**config.mk**
```make
export PLATFORM = sky130hd
export DESIGN_NAME = pdma_channel
export DESIGN_NICKNAME = d
export VERILOG_FILES = /design/src/rtl/pdma_channel.sv
export SDC_FILE = /design/constraint.sdc
export NUM_CORES = 1
export LEC_CHECK = 0
export BUFFER_PORTS_ARGS = -buffer_cell sky130_fd_sc_hd__buf_2
export CORE_MARGIN = 5
export CORE_UTILIZATION = 57
export DETAILED_ROUTE_END_ITERATION = 8
export PLACE_DENSITY = 0.81
export SLEW_MARGIN = 40
export SYNTH_ARGS = -nofsm -noshare
export SYNTH_HDL_FRONTEND = slang
export SYNTH_SLANG_ARGS = --single-unit
export TNS_END_PERCENT = 100
```
**constraint.sdc**
```tcl
create_clock -name clk -period 4.2 [get_ports clk]
set_input_delay 0.42 -clock clk [delete_from_list [all_inputs] [get_ports clk]]
set_output_delay 0.42 -clock clk [all_outputs]
set_load 0.005 [all_outputs]
```
**src/rtl/pdma_channel.sv**
```systemverilog
module pdma_channel #(
  parameter int AW = 16,
  parameter int CW = 16,
  parameter int DW = 16
) (
  input  logic          clk,
  input  logic          rst_n,
  input  logic          cfg_we,
  input  logic [2:0]    cfg_addr,
  input  logic [DW-1:0] cfg_wdata,
  output logic          ch_en,
  output logic [1:0]    prio,
  output logic [CW-1:0] remaining,
  output logic          ht_flag,
  output logic          tc_flag,
  output logic          irq,
  input  logic          per_req,
  output logic          per_ack,
  output logic          per_eot,
  output logic          per_eot_m1,
  output logic          bus_valid,
  output logic          bus_write,
  output logic [AW-1:0] bus_addr,
  output logic [7:0]    bus_wdata,
  input  logic [7:0]    bus_rdata,
  input  logic          bus_ready
);

  typedef enum logic [1:0] {S_IDLE, S_RD, S_WR, S_ACK} state_t;

  state_t        state;
  logic          en, dir, hie, tie;
  logic [1:0]    prio_q;
  logic [AW-1:0] paddr, maddr;
  logic [CW-1:0] cnt, total;
  logic [7:0]    hold;
  logic          ht, tc, eot_q, eotm1_q;

  logic [CW-1:0] cnt_dec, half;
  assign cnt_dec = cnt - 1'b1;
  assign half    = total >> 1;

  always_ff @(posedge clk or negedge rst_n) begin
    if (!rst_n) begin
      state   <= S_IDLE;
      en      <= 1'b0;
      dir     <= 1'b0;
      hie     <= 1'b0;
      tie     <= 1'b0;
      prio_q  <= '0;
      paddr   <= '0;
      maddr   <= '0;
      cnt     <= '0;
      total   <= '0;
      hold    <= '0;
      ht      <= 1'b0;
      tc      <= 1'b0;
      eot_q   <= 1'b0;
      eotm1_q <= 1'b0;
    end else begin
      eot_q   <= 1'b0;
      eotm1_q <= 1'b0;

      if (cfg_we) begin
        case (cfg_addr)
          3'd0: if (!en) begin
            dir    <= cfg_wdata[1];
            hie    <= cfg_wdata[2];
            tie    <= cfg_wdata[3];
            prio_q <= cfg_wdata[5:4];
            en     <= cfg_wdata[0] && (cnt != '0);
            total  <= cnt;
          end
          3'd1: if (!en) paddr <= cfg_wdata[AW-1:0];
          3'd2: if (!en) maddr <= cfg_wdata[AW-1:0];
          3'd3: if (!en) cnt <= cfg_wdata[CW-1:0];
          3'd4: begin
            if (cfg_wdata[0]) ht <= 1'b0;
            if (cfg_wdata[1]) tc <= 1'b0;
          end
          default: ;
        endcase
      end

      case (state)
        S_IDLE: if (en && per_req) state <= S_RD;
        S_RD: if (bus_ready) begin
          hold  <= bus_rdata;
          state <= S_WR;
        end
        S_WR: if (bus_ready) begin
          maddr <= maddr + 1'b1;
          cnt   <= cnt_dec;
          state <= S_ACK;
          if (cnt == CW'(1)) begin
            en    <= 1'b0;
            tc    <= 1'b1;
            eot_q <= 1'b1;
          end
          if (cnt == CW'(2) && !dir) eotm1_q <= 1'b1;
          if (cnt_dec <= half && cnt > half) ht <= 1'b1;
        end
        default: state <= S_IDLE;
      endcase
    end
  end

  assign bus_valid  = (state == S_RD) || (state == S_WR);
  assign bus_write  = (state == S_WR);
  assign bus_addr   = ((state == S_RD) == dir) ? maddr : paddr;
  assign bus_wdata  = hold;
  assign per_ack    = (state == S_ACK);
  assign per_eot    = eot_q;
  assign per_eot_m1 = eotm1_q;
  assign ch_en      = en;
  assign prio       = prio_q;
  assign remaining  = cnt;
  assign ht_flag    = ht;
  assign tc_flag    = tc;
  assign irq        = (ht && hie) || (tc && tie);

endmodule


```
### Yosys cells after proc, flatten, opt, wreduce, memory -nomap -nowiden

Cells that the tools add are included.
Widths: inputs -> output; s select.

| word-level totals | value |
|---|---|
| output and inout port bits | 51 |
| input port bits | 32 |
| logic and storage cells | 88 |
| memories kept | 0 |
| RAM bits | 0 |
| memory bits (read-only) | 0 |
| bits in registers | 84 |
| bits in latches | 0 |

| cells by class | value |
|---|---|
| eq/ne operators | 13 |
| reductions and logical operators | 16 |
| bitwise operators | 1 |
| muxes and demuxes | 39 |
| shifts and indexed selects | 0 |
| divide/modulo/power cells | 0 |
| multipliers | 0 |
| add/sub/neg operators | 2 |
| order comparisons | 2 |

Operator list:

| kind | number |
|---|---|
| $mux 16 | 11 |
| $mux 1 | 24 |
| $add 16x1->16 const B | 1 |
| $eq 16x1->1 const B | 1 |
| $eq 16x2->1 const B | 1 |
| $gt 16x15->1 | 1 |
| $le 16x15->1 | 1 |
| $reduce_bool 16->1 | 1 |
| $sub 16x1->16 const B | 1 |
| $reduce_and 3->1 | 3 |
| $eq 3x2->1 const B | 2 |
| $logic_and 1x1->1 | 6 |
| $mux 2 | 3 |
| $pmux 2 s3 | 1 |
| $eq 2x2->1 const B | 2 |
| $ne 2x2->1 const B | 2 |
| $eq 3x1->1 const B | 1 |
| $eq 3x3->1 const B | 1 |
| $logic_not 3->1 | 1 |
| $eq 2x1->1 const B | 1 |
| $logic_not 2->1 | 1 |
| $logic_or 1x1->1 | 2 |
| $ne 2x1->1 const B | 1 |
| $reduce_and 2->1 | 1 |
| 3 further kinds | 3 |

### Depth between registers and ports, before layout

| logic depth | value |
|---|---|
| depth in word-level cells | 8 |
| depth in mapped cells | 12 |
| mapped depth without buffers | 12 |

### Worst setup path before layout

OpenSTA, ideal clock, no wires.

| path | value |
|---|---|
| path kind | register to register |
| start point | register cnt[2] (netlist: remaining[2]) |
| end point | register ht (netlist: ht_flag) |
| arrival time | 2.895 ns |
| path slack | 1.228 ns |
| path buffers | 0 |
| period minus slack after synthesis | 2.972 ns |
| setup time | 0.076 ns |
| cell stages (with the launch flop) | 13 |
| data required time | 4.124 ns |
| cell sequence | dfrtp_1 > nor2_2 > nand4_2 > or3_4 > or3_4 > xnor2_1 > ha_1 > nand4_1 > or3_1 > nor2_1 > o21ai_0 > a211o_1 > o21ai_1 |

| on the way | value |
|---|---|
| word-level cells in the longest chain between the ends | 6 |

RTL lines:

| element | RTL line | text |
|---|---|---|
| from (decl) | 35 | `logic [CW-1:0] cnt, total;` |
| from (signal assigned) | 76 | `3'd3: if (!en) cnt <= cfg_wdata[CW-1:0];` |
| from (signal assigned) | 93 | `cnt <= cnt_dec;` |
| $sub 16x1->16 | 40 | `assign cnt_dec = cnt - 1'b1;` |
| $le 16x15->1 | 101 | `if (cnt_dec <= half && cnt > half) ht <= 1'b1;` |
| $logic_and 1x1->1 * | 101 |  |
| $mux 1 * | 101 |  |
| $mux 1 * | 91 | `S_WR: if (bus_ready) begin` |
| $mux 1 * | 85 | `case (state)` |
| to (signal assigned) | 56 | `ht <= 1'b0;` |
| to (signal assigned) | 78 | `if (cfg_wdata[0]) ht <= 1'b0;` |
| to (signal assigned) | 101 |  |
| to (decl) | 37 | `logic ht, tc, eot_q, eotm1_q;` |

Mark *: on every way between the ends. The rest lies on a longest branch, timed or not.
A chain may end at the register's enable or synchronous reset.

### Worst setup path in the final report

| path | value |
|---|---|
| start point | register cnt[5] (netlist: remaining[5]) |
| end point | register ht (netlist: ht_flag) |

Same word-level chain as after synthesis.

==> run_results.csv <==
group,metric,value,unit
sta,slew_headroom,46.7,%
final_layout,mostFrequentLayoutCell,"dfrtp_1",
final_layout,area_growth,14.2,%
setup_path,endpoint_kind,"register",
sta,timing.fmax,0.305,GHz
final_layout,fillCellCount,632,
worst_hold_path,hold_class,"input pin to async pin",
yosys,ys_ff_latch,83,
floorplanning,initial_core_util,59.2,%
clock_network,cts_num_sinks,83,
global_routing,grt_pass1_vias,4073,
detailed_routing,wl_per_cell,18.4,um
sta,tightestPinTransition,799,ps
sta,slew_violations,0,
detailed_routing,firstDrtPassIters,5,
floorplanning,ios,83,
floorplanning,die_h,103,um
sta,fin_skew,16.3,ps
clock_network,post_cts_buffers,0,
detailed_routing,dr.first_iter.drc_count,261,
clock_network,cts_resized,0,
global_routing,track_usage,24.8,%
yosys,async_reset_ff_share,100,%
outcome,status,"finished, final reports clean",
placed_design,place_hpwl,8.71,mm
setup_path,path_class,"register to register",
clock_network,cts_inserted_buffers,9,
yosys,synth_ff_type,"dfrtp_1",
yosys,yosysUniqueCellTypes,52,
detailed_routing,viasPerCell,6.01,
clock_network,cts_buffer_depth,2,
sta,period_share,78.0,%
setup_path,critPathArrivalTime,3570,ps
clock_network,insertion_delay,360,ps
floorplanning,fp-row-count,33,
placed_design,io_buffers,82,
clock_network,hold_buffers,0,
clock_network,tritoncts,"built",
sta,period_minus_slack,3280,ps
final_layout,mostFrequentLayoutCells,"dfrtp_1 (83), buf_2 (81), mux2_2 (59)",
setup_path,critPathMaxFanout,7,
power,ir_worst_vdd,0.351,mV
detailed_routing,via_count,4004,
run,cap_violations,0,
clock_network,cts_max_level,3,
final_layout,final_area,5610,um2
final_layout,seq_area,2080,um2
floorplanning,fp.dieW,103,um
yosys,syn_area_per_cell,10.3,um2
sta,report.final.hold_viol_count,0,
detailed_routing,ant_nets,0,
final_layout,multi_input_area,2690,um2
power,p_total,3.84,mW
placed_design,post_dp_cell_area,5420,um2
yosys,ys_warn_count,0,
final_layout,drive_gt1_share,30.7,%
detailed_routing,routed_wirelength,12.2,mm
final_layout,diodes,0,
floorplanning,die_area,10600,um2
sta,rsz0062_at_grt,"false",
yosys,synth_nets,548,
yosys,ys_seq_area_share,42.3,%
detailed_routing,drc,0,
clock_network,cts_root_buffer,"clkbuf_8",
global_routing,antenna_found_initial,0,
sta,setup-tns-final,0,ps
clock_network,path_clk_slew,90,ps
floorplanning,floorplan.core_area,8300,um2
power,powerDensity,686,nW/um2
final_layout,final_net_count,626,
yosys,netlist_area,4910,um2
power,leakage,2.69,nW
global_routing,grt_max_degree,84,
final_layout,fin_util,67.6,%
setup_path,cp_data_required_time,4500,ps
setup_path,start_kind,"register",
yosys,netlist_instances,478,
sta,finalSetupViolations,0,
yosys,synth_edf_count,0,
global_routing,grt_overflow,0,
global_routing,grt_pass1_wl,20.4,mm
placed_design,gp_congestion,0.898,
cells in the mapped netlist, drive strengths merged (9+ instances only):
master  instances  area (um2)
dfrtp          83        2080
clkbuf         17        63.8
o21ai          30         150
nand3          13        65.1
mux2i           9        90.1
mux2           59         664
inv            21        78.8
ha             38         475
nor2           47         181
nand2          33         124
nand4          10        68.8
a21oi          23         115
sequential cells by signal, indices dropped and copies added (netlist names):
name        cells
ht_flag         1
maddr          16
tie             1
prio            2
remaining      16
per_eot_m1      1
bus_wdata       8
dir             1
state           2
hie             1
paddr          16
per_eot         1
tc_flag         1
ch_en           1
total          15
stage by stage:
stage | worst slack (ps) | hold slack [ps] | cells
detailed placement | 959 | 487 | 650
global placement | 1020 | 482 | 650
CTS | 936 | 128 | 666
floorplan | 1230 | 124 | 478
global route | 637 | 136 | 666
finish | 922 | 73.0 | 666
power breakdown:
group	internal (mW)	switching, mW	total [mW]	leakage (nW)
Clock	0.276	0.295	0.571	0.0906
Sequential	1.12	0.343	1.46	0.999
Combinational	0.894	0.916	1.81	1.60
Total	2.29	1.55	3.84	2.69
routing by layer:
metal / GRT usage, % / wire [um]
met5: 0 / 0
met4: 5.98 / 159
met3: 5.01 / 758
met2: 40.2 / 5710
met1: 34.5 / 5600
path summary, 6_finish.rpt:
check                           cells after the start    startpoint             to  slack, ps
worst max-delay path                               12  remaining[5]        ht_flag        920
worst min-delay path                                1         rst_n   remaining[3]         70
worst max register to register                     12  remaining[5]        ht_flag        920
worst min register to register                      1  bus_wdata[6]   bus_wdata[6]        510
max in group asynchronous                           1         rst_n  remaining[14]       3620
min in group clk                                    2  bus_rdata[7]   bus_wdata[7]        290
critical path: stages (launching register included):
cell     delay (ps)
dfrtp_1         480
nor3_2          290
nand4_2         260
or3_4           420
or3_4           360
xnor2_1         130
ha_1            300
nand4_1         110
or3_1           350
nor2_1          100
o21ai_0          80
a211o_1         230
o21ai_1         110
final cells by class:
class | instances | share of cell area [%]
clock buffer | 12 | 2.41
clock inverter | 4 | 0.915
inverter | 21 | 1.41
multi-input combinational | 356 | 48.0
sequential | 83 | 37.0
tap | 105 | 2.34
timing repair buffer | 85 | 7.88
cell families (layout without fill, tap and decap cells):
kind of cell             after synthesis  after routing  share of synthesized area (%)
AO/OA/AOI/OAI                         96             96                           12.2
XOR/XNOR                              13             13                           2.32
adder cells (fa/ha/maj)               38             38                           9.68
buffers and inverters                 39            122                           3.01
flip-flops                            83             83                           42.3
multiplexers                          68             68                           15.4
AND/OR/NAND/NOR                      141            141                           15.1
Power figures use the tool's default switching activity.
